`src/rtl/sclk_div_pkg.sv`:
```
package sclk_div_pkg;

  // Divider scheme selected by the mode bit of the control word
  typedef enum logic {
    DIV_POW2   = 1'b0,
    DIV_LINEAR = 1'b1
  } div_mode_e;

endpackage

```
`src/rtl/sclk_ratio_decode.sv`:
```
// Turns the control word into (half period - 1) in module clock cycles.
module sclk_ratio_decode
  import sclk_div_pkg::*;
#(
  parameter int LIN_W  = 8,
  parameter int EXP_W  = 4,
  parameter int CNT_W  = 16,
  parameter int CTRL_W = LIN_W + EXP_W + 1
) (
  input  logic [CTRL_W-1:0] ctrl,
  output logic [CNT_W-1:0]  half_m1
);

  localparam int EXP_LO   = LIN_W;
  localparam int MODE_BIT = LIN_W + EXP_W;

  logic [LIN_W-1:0] lin_f;
  logic [EXP_W-1:0] exp_f;
  div_mode_e        mode;
  logic [CNT_W-1:0] pow_mask;

  assign lin_f = ctrl[LIN_W-1:0];
  assign exp_f = ctrl[EXP_LO +: EXP_W];
  assign mode  = div_mode_e'(ctrl[MODE_BIT]);

  // 2^m - 1 is a mask with the lowest m bits set
  for (genvar g = 0; g < CNT_W; g++) begin : g_mask
    assign pow_mask[g] = (g < int'(exp_f));
  end

  always_comb begin
    if (mode == DIV_LINEAR) half_m1 = {{(CNT_W-LIN_W){1'b0}}, lin_f};
    else                    half_m1 = pow_mask;
  end

endmodule

```
`src/rtl/sclk_halfper_counter.sv`:
```
// Counts module clocks within a half period; tick marks the last one.
module sclk_halfper_counter #(
  parameter int CNT_W = 16
) (
  input  logic             clk,
  input  logic             rst,
  input  logic             go,
  input  logic [CNT_W-1:0] limit,
  output logic             tick
);

  logic [CNT_W-1:0] cnt;

  assign tick = go && (cnt == limit);

  always_ff @(posedge clk) begin
    if (rst || !go)  cnt <= '0;
    else if (tick)   cnt <= '0;
    else             cnt <= cnt + 1'b1;
  end

endmodule

```
`src/rtl/sclk_edge_gen.sv`:
```
// Holds the serial clock level and produces registered edge strobes.
module sclk_edge_gen (
  input  logic clk,
  input  logic rst,
  input  logic go,
  input  logic tick,
  input  logic idle_lvl,
  output logic sclk_q,
  output logic rise_q,
  output logic fall_q
);

  always_ff @(posedge clk) begin
    if (rst || !go) begin
      sclk_q <= idle_lvl;
      rise_q <= 1'b0;
      fall_q <= 1'b0;
    end else if (tick) begin
      sclk_q <= ~sclk_q;
      rise_q <= ~sclk_q;
      fall_q <= sclk_q;
    end else begin
      rise_q <= 1'b0;
      fall_q <= 1'b0;
    end
  end

endmodule

```
`src/rtl/sclk_rate_gen.sv`:
```
// Dual-mode serial clock rate generator: linear even or power-of-two division.
module sclk_rate_gen #(
  parameter int LIN_W = 8,
  parameter int EXP_W = 4,
  localparam int CTRL_W = LIN_W + EXP_W + 1
) (
  input  logic              clk,
  input  logic              rst,
  input  logic              run,
  input  logic [CTRL_W-1:0] div_ctrl,
  input  logic              cpol,
  output logic              sclk,
  output logic              sclk_rise,
  output logic              sclk_fall
);

  // Wide enough for both 2^LIN_W and 2^(2^EXP_W - 1)
  localparam int POW_MAX_W = 1 << EXP_W;
  localparam int CNT_W     = (LIN_W + 1 > POW_MAX_W) ? LIN_W + 1 : POW_MAX_W;

  logic             running;
  logic             start;
  logic             go;
  logic             tick;
  logic [CNT_W-1:0] half_dec;
  logic [CNT_W-1:0] half_lat;

  assign start = run && !running;
  assign go    = run && running;

  always_ff @(posedge clk) begin
    if (rst) running <= 1'b0;
    else     running <= run;
  end

  sclk_ratio_decode #(
    .LIN_W (LIN_W),
    .EXP_W (EXP_W),
    .CNT_W (CNT_W)
  ) u_decode (
    .ctrl    (div_ctrl),
    .half_m1 (half_dec)
  );

  // Rate frozen at the start of a transfer
  always_ff @(posedge clk) begin
    if (rst)        half_lat <= '0;
    else if (start) half_lat <= half_dec;
  end

  sclk_halfper_counter #(
    .CNT_W (CNT_W)
  ) u_count (
    .clk   (clk),
    .rst   (rst),
    .go    (go),
    .limit (half_lat),
    .tick  (tick)
  );

  sclk_edge_gen u_edges (
    .clk      (clk),
    .rst      (rst),
    .go       (go),
    .tick     (tick),
    .idle_lvl (cpol),
    .sclk_q   (sclk),
    .rise_q   (sclk_rise),
    .fall_q   (sclk_fall)
  );

endmodule

```
`config.mk`:
```
export PLATFORM = sky130hd
export DESIGN_NAME = sclk_rate_gen
export DESIGN_NICKNAME = d
export VERILOG_FILES = /design/src/rtl/sclk_div_pkg.sv /design/src/rtl/sclk_ratio_decode.sv /design/src/rtl/sclk_halfper_counter.sv /design/src/rtl/sclk_edge_gen.sv /design/src/rtl/sclk_rate_gen.sv
export SDC_FILE = /design/constraint.sdc
export NUM_CORES = 1
export LEC_CHECK = 0
export ABC_AREA = 1
export CAP_MARGIN = 20
export CORE_MARGIN = 1.5
export CORE_UTILIZATION = 52
export CTS_CLUSTER_DIAMETER = 60
export DETAILED_ROUTE_END_ITERATION = 8
export GPL_ROUTABILITY_DRIVEN = 1
export PLACE_DENSITY = 0.78
export SLEW_MARGIN = 20
export SYNTH_ARGS = -nofsm -noshare
export SYNTH_HDL_FRONTEND = slang
export SYNTH_HIERARCHICAL = 1
export SYNTH_SLANG_ARGS = --single-unit
export TNS_END_PERCENT = 30
```
`constraint.sdc`:
```
create_clock -name clk -period 1.9 [get_ports clk]
set_clock_uncertainty 0.2 [all_clocks]
set_input_delay 0.38 -clock clk [delete_from_list [all_inputs] [get_ports clk]]
set_output_delay 0.38 -clock clk [all_outputs]
set_load 0.01 [all_outputs]
```
==> results of run 1 <==
## critical path, delay by kind of cell
kind	cells	cell delay, ps
AO/OA/AOI/OAI	1	120
buffers and inverters	3	630
AND/OR/NAND/NOR	6	630
## per-stage QoR
step,instances,TNS [ps]
2_1_floorplan,359,0
3_3_place_gp,430,-2327
3_5_place_dp,430,-3179
4_1_cts,438,0
5_1_grt,438,-93.69
6_report,438,0
## metal layers
layer / part of all wire / GRT usage / routed length, um / vias to the layer above
li1: - / - / - / 1131
met4: 0.019 / 0.1000 / 87 / 0
met3: 0.056 / 0.03947 / 260 / 9
met5: 0 / 0 / 0 / -
met1: 0.44 / 0.2824 / 2033 / 919
met2: 0.48 / 0.3689 / 2236 / 63
## worst max path at each step
stage               start                          to  slack (ps)  depth (start not counted)
floorplan             run   u_count/cnt[2]$_SDFF_PP0_          40                         12
global placement      run   u_count/cnt[3]$_SDFF_PP0_        -150                         10
detailed placement    run   u_count/cnt[6]$_SDFF_PP0_        -200                         10
CTS                   run  u_count/cnt[15]$_SDFF_PP0_         100                         10
global route          run   u_count/cnt[4]$_SDFF_PP0_         -20                         10
finish                run  u_count/cnt[15]$_SDFF_PP0_         100                         10
## placed cells by master (no fill, tap or decap), drive strengths merged
| master | instances |
|---|---|
| clkdlybuf4s50 | 19 |
| xor2 | 9 |
| nor3 | 7 |
| ha | 1 |
| nand2 | 101 |
| inv | 59 |
| conb | 1 |
| clkbuf | 8 |
| a21oi | 4 |
| nand3 | 30 |
| nand4 | 6 |
| edfxtp | 1 |
| o21ai | 4 |
| buf | 10 |
| xnor2 | 5 |
| nand3b | 3 |
| nor2 | 85 |
| dfxtp | 35 |
## sequential cells by signal, indices dropped and copies added (netlist names)
register	cells
running	1
u_count/cnt	16
half_lat	16
u_edges/sclk_q	1
u_edges/fall_q	1
u_edges/rise_q	1
## logic make-up (layout without fill, tap and decap cells)
kind of cell	count (synthesis)	count (layout)
and+or+nand+nor	232	232
buffers and inverters	67	96
DFF	36	36
xor gates and xnor gates	14	14
AOI/OAI and AO/OA	8	8
adders and majority gates	1	1
other	1	1
## timing repair
action | CTS | global route
setup endpoints to repair | 0 | 10
endpoints found under the hold margin | 0 | 0
gates resized for setup | 0 | 1
## layout make-up
cell class              count  area [um^2]  area share
multi-input cells         256         1204      0.4654
repair buffers             29        277.8      0.1074
clock buffers               8        90.09     0.03483
flip-flops and latches     36        730.7      0.2825
well taps                  50        62.56     0.02419
inverters                  59        221.5     0.08563
## where the power goes
part / switching, W / leakage [nW] / internal, W
sequential: 0.0000224 / 0.296 / 0.000788
clock: 0.000258 / 0.0455 / 0.000295
combinational: 0.000140 / 0.804 / 0.000115
total: 0.000420 / 1.15 / 0.00120
==> flow_summary.yaml, run 1 <==
yosys:
  synth.avg_cell_area_um2: 6.190
  syn_nets: 377
  async_flop_share: 0
  synthSimpleGateAreaFrac: 0.4572
  syn_area_um2: 2222
  synth_top_family_by_area: "simple AND/OR/NAND/NOR gates"
  syn_inst: 359
  yosys.area_share.adder: 0.005631
  synth-edff-count: 1
  yosysTopAreaCell: "dfxtp_1"
  synth_warnings: 6
  ys_top_cells_by_count: "nand2_1 (97), nor2_1 (70), inv_1 (52)"
  synth_top_area_share: 0.3153
  synth.distinct_cells: 27
  synth_compound_area_frac: 0.01802
  synthMuxAreaShare: 0
  ys_seq_area_frac: 0.3288
  synth_most_common_cell: "nand2_1"
  synth_area_leaders: "dfxtp_1 (32%), nand2_1 (16%), nor2_1 (12%), inv_1 (8.8%), nand3_1 (6.5%)"
  synth-main-ff-cell: "dfxtp_1"
  synth-xor-area-share: 0.05518
  ys_ff_latch: 36
route:
  drc: 0
  ant_nets: 0
  via_per_inst: 4.845
  wl_per_cell_um: 10.54
  dr.pass1.iters: 4
  drtIter0Drc: 158
  vias: 2122
  finalWirelength_mm: 4.618
global_route:
  first_global_vias: 1823
  globalRouteTotalUtil: 0.2233
  grt-ovfl-total: 0
  antenna_found_initial: 0
  grt_pass1_wl_mm: 7.748
  grt_max_degree: 18
clock_network:
  cts_max_level: 2
  path_clk_slew_ps: 70
  clkSinkCount: 36
  cts_tree: "done"
  clock_latency_ps: 290
  postCtsSetupBuffers: 0
  cts_max_path_buffers: 2
  cts-root-buf: "clkbuf_8"
  cts_buffers: 5
  hold_buffers: 0
floorplan:
  fp.dieW_um: 68.37
  dieArea_um2: 4674
  pin_count: 20
  initial_core_util: 0.5476
  core_area_um2: 4058
  num_rows: 23
  die_y_um: 68.37
hold_path:
  hp-start: "half_lat[0]$_SDFFE_PP0P_"
  holdPathEnd: "half_lat[0]$_SDFFE_PP0P_"
  min_path_type: "flip-flop to flip-flop"
  whs_path_depth: 2
setup_path:
  required_ps: 1880
  regToRegEndpoint: "u_edges/sclk_q$_DFFE_PP_"
  crit_path_end_kind: "flip-flop"
  worst_path_max_delay_cell: "clkdlybuf4s50_1"
  cp-start-kind: "input port"
  crit_top_cell: "inv_1"
  arrival_ps: 1780
  r2r_cells: 9
  slowest_delay_ps: 470
  worst-setup-path-type: "input port to flip-flop"
  crit_fanout: 16
  r2r_slack_ps: 180
  rr_startpoint: "u_count/cnt[11]$_SDFF_PP0_"
  crit_chain: "clkdlybuf4s50_1, nand2_1, inv_1, inv_1, a21oi_1, nand3_1, nor2_2, nand3_2, nand2_8, nor2_1"
sta:
  timing.final.crit_share: 0.9494
  worst_slack_ps: 96.17
  setup-violations-final: 0
  max_freq_mhz: 554.4
  hold_slack_ps: 293.0
  period_needed_ps: 1804
  slew_violations: 0
  hold_violations: 0
power_and_ir_drop:
  p_leak_nw: 1.146
  peakVddDrop_mv: 0.2444
  powerDensity_nw_per_um2: 625.8
  report.power.total_w: 0.001618
layout:
  utilization: 0.6374
  post_route_cells_drive_above_1_share: 0.1160
  antennaDiodeCount: 0
  syn_to_final_growth_pct: 16.39
  nFillCells: 382
  fin_nets: 405
  fin_area_um2: 2586
placed_design:
  globalplace.congestion: 0.8338
  place_ws_ps: -203.2
  port_buffers: 19
  dp_hpwl_mm: 3.557
  dpl-instance-area_um2: 2487
run:
  cap_violations: 0
status:
  status: "finished, final reports clean"
Power figures use the tool's default switching activity.
==> run 2: changes to the inputs <==
--- a/config.mk
+++ b/config.mk
@@ -7,6 +7,7 @@
 export LEC_CHECK = 0
 export ABC_AREA = 1
 export CAP_MARGIN = 20
+export CORE_ASPECT_RATIO = 1.25
 export CORE_MARGIN = 1.5
 export CORE_UTILIZATION = 52
 export CTS_CLUSTER_DIAMETER = 60
==> flow_summary.yaml, run 2 (synthesis gave the netlist of run 1 again) <==
floorplan:
  die_y_um: 76.09
  fp.dieW_um: 61.47
  pin_count: 20
  dieArea_um2: 4677
  num_rows: 26
  initial_core_util: 0.5421
  core_area_um2: 4099
global_route:
  grt_pass1_wl_mm: 7.914
  first_global_vias: 1907
  grt_max_degree: 18
  grt.met3_usage: 0.04584
  grt-ovfl-total: 0
  antenna_found_initial: 0
  globalRouteTotalUtil: 0.2240
  use_met1: 0.2622
  grtUsageMet2: 0.3606
  grt_busiest_layer: "met2"
setup_path:
  crit_family: "buffers and inverters"
  crit_fanout: 3
  crit_path_end_kind: "primary output"
  cp-start-kind: "flip-flop"
  crit_chain: "clkdlybuf4s50_1"
  arrival_ps: 1210
  crit_buf_inv: 1
  required_ps: 1320
  worst-setup-path-type: "flip-flop to primary output"
  slowest_delay_ps: 540
  worst_path_max_delay_cell: "clkdlybuf4s50_1"
placed_design:
  place_ws_ps: -206.0
  globalplace.congestion: 0.9858
  dp_hpwl_mm: 3.694
  port_buffers: 19
layout:
  syn_to_final_growth_pct: 16.67
  fin_nets: 407
  final_common_cell: "nand2_1"
  final_cell_mix: "nand2_1 (97), nor2_1 (70), inv_1 (52)"
  nFillCells: 417
  antennaDiodeCount: 0
  top_regs: "half_lat (16), u_count/cnt (16)"
  post_route_cells_drive_above_1_share: 0.1231
power_and_ir_drop:
  powerDensity_nw_per_um2: 613.7
  peakVddDrop_mv: 0.2887
  report.power.total_w: 0.001591
  p_leak_nw: 1.149
sta:
  worst_slack_ps: 112.4
  fin_setup_tns_ps: 0
  hold_violations: 0
  max_freq_mhz: 559.4
  timing.final.crit_share: 0.9408
  period_needed_ps: 1788
  slew_violations: 0
  setup-violations-final: 0
  rsz0062_at_grt: "false"
hold_path:
  min_path_type: "flip-flop to flip-flop"
route:
  vias: 2100
  finalWirelength_mm: 4.685
  ant_nets: 0
  via_per_inst: 4.709
  drtIter0Drc: 87
  dr.pass1.iters: 4
  drc: 0
  wl_per_cell_um: 10.50
run:
  cap_violations: 0
clock_network:
  clock_latency_ps: 290
  cts_max_level: 2
  cts-root-buf: "clkbuf_8"
  path_clk_slew_ps: 70
  cts_tree: "done"
  clkSinkCount: 36
  cts_max_path_buffers: 2
  cts_buffers: 5
status:
  status: "finished, final reports clean"
run 2: layout make-up:
cell class,count,area (um^2),area share
Clock inverter,1,5.005,0.001930
Multi-Input combinational cell,256,1209,0.4662
Sequential cell,36,730.7,0.2819
Tap cell,56,70.07,0.02703
Inverter,59,221.5,0.08542
Clock buffer,7,76.32,0.02944
Timing Repair Buffer,31,280.3,0.1081
run 2: path summary, 6_finish.rpt:
| check | end | slack, ps | from | cells after the start |
|---|---|---|---|---|
| max | sclk | 110 | u_edges/sclk_q$_DFFE_PP_ | 1 |
| min | half_lat[0]$_SDFFE_PP0P_ | 280 | half_lat[0]$_SDFFE_PP0P_ | 2 |
| max reg2reg | u_edges/sclk_q$_DFFE_PP_ | 180 | u_count/cnt[13]$_SDFF_PP0_ | 7 |
| min reg2reg | half_lat[0]$_SDFFE_PP0P_ | 280 | half_lat[0]$_SDFFE_PP0P_ | 2 |
run 2: per-stage QoR:
| step | instances | hold slack [ps] | util | instance area (um^2) |
|---|---|---|---|---|
| 2_1_floorplan | 359 | 250.5 | - | 2222 |
| 3_3_place_gp | 438 | 265.5 | 0.6093 | 2497 |
| 3_5_place_dp | 438 | 273.3 | 0.6093 | 2497 |
| 4_1_cts | 446 | 289.3 | 0.6291 | 2579 |
| 5_1_grt | 446 | 318.3 | 0.6325 | 2592 |
| 6_report | 446 | 281.0 | 0.6325 | 2592 |
run 2: what timing repair did:
action | CTS | global route
setup buffers | 0 | 0
gates resized for setup | 0 | 2
hold buffers | 0 | 0
setup endpoints to repair | 0 | 10
hold endpoints to repair | 0 | 0
run 2: report_power, final:
group          switching, W  internal (W)
logic              0.000145      0.000115
clock network      0.000265      0.000257
registers         0.0000216      0.000787
run 2: layer usage:
| layer | share of wire | vias up | wire length, um |
|---|---|---|---|
| met5 | 0 | - | 0 |
| met4 | 0.047 | 0 | 220 |
| met3 | 0.030 | 19 | 140 |
| met2 | 0.50 | 52 | 2329 |
| met1 | 0.43 | 891 | 1995 |
| li1 | - | 1138 | - |
